<file path="src/rtl/dadc_pkg.sv">
package dadc_pkg;
    typedef enum logic [1:0] {
        ST_IDLE,
        ST_LEAD,
        ST_LOW,
        ST_HIGH
    } dadc_state_e;

    localparam int unsigned NCH = 2;
endpackage

</file>
<file path="src/rtl/dadc_sync.sv">
module dadc_sync #(
    parameter int unsigned N = 2
) (
    input  logic         clk_i,
    input  logic         rst_ni,
    input  logic [N-1:0] d_i,
    output logic [N-1:0] q_o
);
    for (genvar g = 0; g < N; g++) begin : g_bit
        logic [1:0] stage_q;
        always_ff @(posedge clk_i or negedge rst_ni) begin
            if (!rst_ni) stage_q <= '0;
            else         stage_q <= {stage_q[0], d_i[g]};
        end
        assign q_o[g] = stage_q[1];
    end
endmodule

</file>
<file path="src/rtl/dadc_clkgen.sv">
module dadc_clkgen #(
    parameter int unsigned HALF_DIV = 25
) (
    input  logic clk_i,
    input  logic rst_ni,
    input  logic run_i,
    output logic tick_o
);
    localparam int unsigned CW = (HALF_DIV > 1) ? $clog2(HALF_DIV) : 1;

    logic [CW-1:0] cnt_d, cnt_q;

    always_comb begin
        tick_o = run_i && (cnt_q == CW'(HALF_DIV - 1));
        if (!run_i || tick_o) cnt_d = '0;
        else                  cnt_d = cnt_q + CW'(1);
    end

    always_ff @(posedge clk_i or negedge rst_ni) begin
        if (!rst_ni) cnt_q <= '0;
        else         cnt_q <= cnt_d;
    end
endmodule

</file>
<file path="src/rtl/dadc_shifter.sv">
module dadc_shifter #(
    parameter int unsigned WORD_W = 16,
    parameter int unsigned HDR_W  = 4,
    localparam int unsigned RES_W = WORD_W - HDR_W
) (
    input  logic             clk_i,
    input  logic             rst_ni,
    input  logic             shift_i,
    input  logic             din_i,
    output logic [RES_W-1:0] res_o,
    output logic             hdr_err_o
);
    logic [WORD_W-1:0] word_d, word_q;

    always_comb begin
        word_d = word_q;
        if (shift_i) word_d = {word_q[WORD_W-2:0], din_i};
    end

    always_ff @(posedge clk_i or negedge rst_ni) begin
        if (!rst_ni) word_q <= '0;
        else         word_q <= word_d;
    end

    assign res_o     = word_q[RES_W-1:0];
    assign hdr_err_o = |word_q[WORD_W-1:RES_W];
endmodule

</file>
<file path="src/rtl/dual_adc_reader.sv">
module dual_adc_reader
    import dadc_pkg::*;
#(
    parameter int unsigned HALF_DIV = 25,
    parameter int unsigned WORD_W   = 16,
    parameter int unsigned HDR_W    = 4,
    parameter int unsigned RES_W    = WORD_W - HDR_W
) (
    input  logic             clk_i,
    input  logic             rst_ni,
    input  logic             start_i,
    output logic             spi_csn_o,
    output logic             spi_sclk_o,
    input  logic             spi_miso_a_i,
    input  logic             spi_miso_b_i,
    output logic             busy_o,
    output logic             valid_o,
    output logic [RES_W-1:0] res_a_o,
    output logic [RES_W-1:0] res_b_o,
    output logic             err_a_o,
    output logic             err_b_o
);
    localparam int unsigned BIT_CW = $clog2(WORD_W + 1);

    typedef struct packed {
        dadc_state_e                  state;
        logic [BIT_CW-1:0]            bits;
        logic                         sclk;
        logic                         csn;
        logic                         busy;
        logic                         valid;
        logic [NCH-1:0][RES_W-1:0]    res;
        logic [NCH-1:0]               err;
    } regs_t;

    localparam regs_t REGS_RST = '{
        state: ST_IDLE, bits: '0, sclk: 1'b1, csn: 1'b1,
        busy: 1'b0, valid: 1'b0, res: '0, err: '0
    };

    regs_t d, q;
    logic                      tick;
    logic                      shift_en;
    logic [NCH-1:0]            miso_sync;
    logic [NCH-1:0][RES_W-1:0] sh_res;
    logic [NCH-1:0]            sh_err;

    dadc_sync #(.N(NCH)) i_sync (
        .clk_i  (clk_i),
        .rst_ni (rst_ni),
        .d_i    ({spi_miso_b_i, spi_miso_a_i}),
        .q_o    (miso_sync)
    );

    dadc_clkgen #(.HALF_DIV(HALF_DIV)) i_clkgen (
        .clk_i  (clk_i),
        .rst_ni (rst_ni),
        .run_i  (q.state != ST_IDLE),
        .tick_o (tick)
    );

    for (genvar ch = 0; ch < NCH; ch++) begin : g_chan
        dadc_shifter #(.WORD_W(WORD_W), .HDR_W(HDR_W)) i_shift (
            .clk_i     (clk_i),
            .rst_ni    (rst_ni),
            .shift_i   (shift_en),
            .din_i     (miso_sync[ch]),
            .res_o     (sh_res[ch]),
            .hdr_err_o (sh_err[ch])
        );
    end

    always_comb begin
        d        = q;
        d.valid  = 1'b0;
        shift_en = 1'b0;
        unique case (q.state)
            ST_IDLE: begin
                if (start_i) begin
                    d.state = ST_LEAD;
                    d.csn   = 1'b0;
                    d.busy  = 1'b1;
                    d.bits  = '0;
                end
            end
            ST_LEAD: begin
                if (tick) begin
                    d.sclk  = 1'b0;
                    d.state = ST_LOW;
                end
            end
            ST_LOW: begin
                if (tick) begin
                    d.sclk   = 1'b1;
                    shift_en = 1'b1;
                    d.bits   = q.bits + BIT_CW'(1);
                    d.state  = ST_HIGH;
                end
            end
            ST_HIGH: begin
                if (tick) begin
                    if (q.bits == BIT_CW'(WORD_W)) begin
                        d.state = ST_IDLE;
                        d.csn   = 1'b1;
                        d.busy  = 1'b0;
                        d.valid = 1'b1;
                        d.res   = sh_res;
                        d.err   = sh_err;
                    end else begin
                        d.sclk  = 1'b0;
                        d.state = ST_LOW;
                    end
                end
            end
            default: d = REGS_RST;
        endcase
    end

    always_ff @(posedge clk_i or negedge rst_ni) begin
        if (!rst_ni) q <= REGS_RST;
        else         q <= d;
    end

    assign spi_csn_o  = q.csn;
    assign spi_sclk_o = q.sclk;
    assign busy_o     = q.busy;
    assign valid_o    = q.valid;
    assign res_a_o    = q.res[0];
    assign res_b_o    = q.res[1];
    assign err_a_o    = q.err[0];
    assign err_b_o    = q.err[1];
endmodule

</file>
<file path="config.mk">
export PLATFORM = sky130hd
export DESIGN_NAME = dual_adc_reader
export DESIGN_NICKNAME = d
export VERILOG_FILES = /design/src/rtl/dadc_pkg.sv /design/src/rtl/dadc_sync.sv /design/src/rtl/dadc_clkgen.sv /design/src/rtl/dadc_shifter.sv /design/src/rtl/dual_adc_reader.sv
export SDC_FILE = /design/constraint.sdc
export NUM_CORES = 1
export LEC_CHECK = 0
export BUFFER_PORTS_ARGS = -buffer_cell sky130_fd_sc_hd__buf_2
export CAP_MARGIN = 20
export CORE_UTILIZATION = 30
export CTS_BUF_LIST = sky130_fd_sc_hd__clkbuf_8
export DETAILED_ROUTE_END_ITERATION = 6
export PLACE_DENSITY = 0.57
export SLEW_MARGIN = 30
export SYNTH_ARGS = -nofsm -noshare
export SYNTH_HDL_FRONTEND = slang
export SYNTH_HIERARCHICAL = 1
export SYNTH_SLANG_ARGS = --single-unit
</file>
<file path="constraint.sdc">
create_clock -name clk_i -period 1.9 [get_ports clk_i]
set_input_delay 0.285 -clock clk_i [delete_from_list [all_inputs] [get_ports clk_i]]
set_output_delay 0.285 -clock clk_i [all_outputs]
set_load 0.01 [all_outputs]
</file>
==> metrics.md <==
| Metric | Value |
|---|---|
| FMAX | 535 MHz |
| Post-Syn Area | 3740 um^2 |
| Post-synthesis instance total | 256 |
| GP Congestion | 0.681 |
| Fin crit period | 1.87 ns |
| Grt ovf | 0 |
| CP Max Fanout | 8 |
| Initial DRC count | 99 |
| Drt drc | 0 |
| H-tree Lvls | 3 |
| Worst Path Required | 2.14 ns |
| Final Core Density | 34.2% |
| Post-layout nets | 269 |
| Pwr Total | 3280 uW |
| Min Hold Slack | 0.0455 ns |
| P_leak | 0.00214 uW |
| Power per cell area | 793 nW/um^2 |
| Final setup margin | 0.0302 ns |
| Global-route wire length before repair | 9240 um |
| First-pass detailed-route iteration total | 4 |
| Max_slew headroom | 76.4% |
| Async set-reset flop share out of synthesis | 100% |
| Initial antenna violation count | 0 |
| Via count | 1762 |
| Primary FF master, synth | dfrtp_1 |
| Wire per inst | 13.0 um |
| Mapped Nets | 265 |
| HPWL Detailed | 3660 um |
| Fillers | 1170 |
| Slowest stage delay, CP | 0.39 ns |
| Crit path max-delay family | simple AND/OR/NAND/NOR gates |
| Final setup fails | 0 |
| Worst EP arrival | 2.11 ns |
| Sequential standard cell area | 1950 um^2 |
| Clock transition at the registers of the reported paths | 0.08 ns |
| Avg Cell Area, Syn | 14.6 um^2 |
| Die W | 114 um |
| Post-DRT Antenna Nets | 0 |
| Pre-CTS WS | 0.0673 ns |
| CP Capture Type | flip-flop |
| Vias in the first global route | 1832 |
| CP max-delay cell | dfrtp_1 |
| Worst-skew pair later-pin latency | 0.35 ns |
| WS Path Type | flip-flop to flip-flop |
| Count of input and output buffers | 34 |
| Final hold viol count | 0 |
| CP Cell Sequence | inv_1 -> ha_1 -> and4b_4 -> and2_4 -> nand3b_1 -> inv_4 -> clkbuf_16 -> mux2_4 |
| Die Area | 12900 um^2 |
| Layout cells sized above 1 | 52.1% |
| Die H | 114 um |
| Maximum vdd drop | 0.265 mV |
| CTS sink count | 78 |
| Most frequent cells in the layout | dfrtp_1, mux2_4, buf_2, clkbuf_8, buf_4 |
| CTS tree | done |
| Fin Clk Skew | 0.0118 ns |
| Worst Max-Slew Pin Slew | 0.350 ns |
| Cell row count | 40 |
| Yosys reg bits | 78 |
| EDFF count, synth | 0 |
| IO Count | 35 |
| Buf+Inv Stages, Crit Path | 3 |
| Via density per instance | 4.07 |
| RSZ-0062 raised after global routing | true |
| Sequential fraction of the synthesis area | 52.3% |
| Synth-to-layout area growth | 10.5% |
| Outcome | finished, final reports clean |
| Largest net degree at the start of global routing | 39 |
| Period utilisation layout | 98.4% |
| CTS Buf Count | 9 |
| Yosys warnings | 6 |
| Crit start category | flip-flop |
| Area of the multi-input gates | 1240 um^2 |
| CTS max path bufs | 2 |
| Max_cap viols | 0 |
| Initial Util | 31.0% |
| Clock Tree Root | clkbuf_8 |
| Hold Crit Class | input pin to flip-flop |
| Yosys cell types | 39 |
| Total GRT Usage | 9.37% |
| Final max-slew violation count | 0 |
| ANT cells | 0 |
| Most common cell after layout, fill and taps aside | dfrtp_1 |
| Core footprint | 12100 um^2 |
| Routed wire length | 5640 um |
==> area by class of cell <==
| class | instances | area share (%) |
|---|---|---|
| tap | 168 | 5.09 |
| clock buffer | 12 | 4.00 |
| multi-input combinational | 110 | 30.1 |
| clock inverter | 4 | 2.27 |
| inverter | 7 | 0.697 |
| timing repair buffer | 54 | 10.5 |
| sequential | 78 | 47.3 |
==> worst paths after layout <==
path | end | start | depth (start not counted) | slack (ns)
setup / recovery | g_chan[0].i_shift/word_q[9] | i_clkgen/cnt_q[1] | 8 | 0.03
hold / removal | i_sync/g_bit[0].stage_q[0] | spi_miso_a_i | 1 | 0.05
setup reg to reg | g_chan[0].i_shift/word_q[9] | i_clkgen/cnt_q[1] | 8 | 0.03
hold reg to reg | i_sync/g_bit[1].stage_q[1] | i_sync/g_bit[1].stage_q[0] | 0 | 0.35
max in group asynchronous | spi_sclk_o | rst_ni | 3 | 0.92
min in group asynchronous | res_b_o[11] | rst_ni | 2 | 0.36
==> stage by stage <==
stage                     cells  setup TNS, ns  cell area, um^2
after floorplan             256          -4.35             3740
after global placement      412              0             3790
after global routing        433          -1.67             4130
after CTS                   429              0             4060
after detailed placement    412              0             3790
final                       433              0             4130
==> worst reg2reg max path: stages, from the launching register on <==
cell and delay (ns):
dfrtp_1 0.39, inv_1 0.06, ha_1 0.13, and4b_4 0.23, and2_4 0.14, nand3b_1 0.13
inv_4 0.18, clkbuf_16 0.19, mux2_4 0.30
==> where the power goes <==
part	total [uW]	switching (uW)	internal [uW]
clock	1560	579	976
combinational	53.4	37.3	16.1
sequential	1670	2.25	1660
total	3280	619	2660
==> sequential cells by signal, indices dropped and copies added, names as in the netlist <==
signal and count:
err_a_o 1, res_b_o 12, g_chan.i_shift/word_q 32, spi_sclk_o 1, res_a_o 12, spi_csn_o 1, i_clkgen/cnt_q 5, q 7
err_b_o 1, valid_o 1, busy_o 1, i_sync/g_bit.stage_q 4
==> cell families after synthesis <==
kind of cell	synth area share [%]
DFF	52.3
buffers and inverters	14.7
and+or+nand+nor	6.16
AOI/OAI and AO/OA	2.64
muxes	22.6
xor gates and xnor gates	0.234
adders and majority gates	1.34
==> synthesized netlist by cell type, types with 3 or more instances <==
cell type | number | area (um^2)
o21ai_0 | 5 | 25.0
ha_1 | 4 | 50.1
nor2_1 | 3 | 11.3
a21oi_1 | 4 | 20.0
mux2_2 | 12 | 135
buf_4 | 50 | 375
dfrtp_1 | 76 | 1900
buf_6 | 3 | 33.8
nor3b_1 | 3 | 22.5
buf_12 | 5 | 100
mux2_4 | 46 | 691
inv_1 | 7 | 26.3
==> per-layer routing <==
metal | GRT usage (%) | wire length [um] | vias up | share of wire (%)
li1 | - | - | 834 | -
met1 | 12.3 | 2780 | 885 | 49
met2 | 13.0 | 2460 | 33 | 44
met3 | 3.61 | 264 | 10 | 4.7
met4 | 5.53 | 133 | 0 | 2.4
met5 | 0 | 0 | - | 0
==> timing repair <==
item / 4_1_cts / 5_1_grt
gates resized for setup: 0 / 3
hold buffers: 1 / 0
setup buffers: 0 / 2
setup endpoints to repair: 0 / 24
hold endpoints to repair: 22 / 0
(Power assumes the default switching activity.)
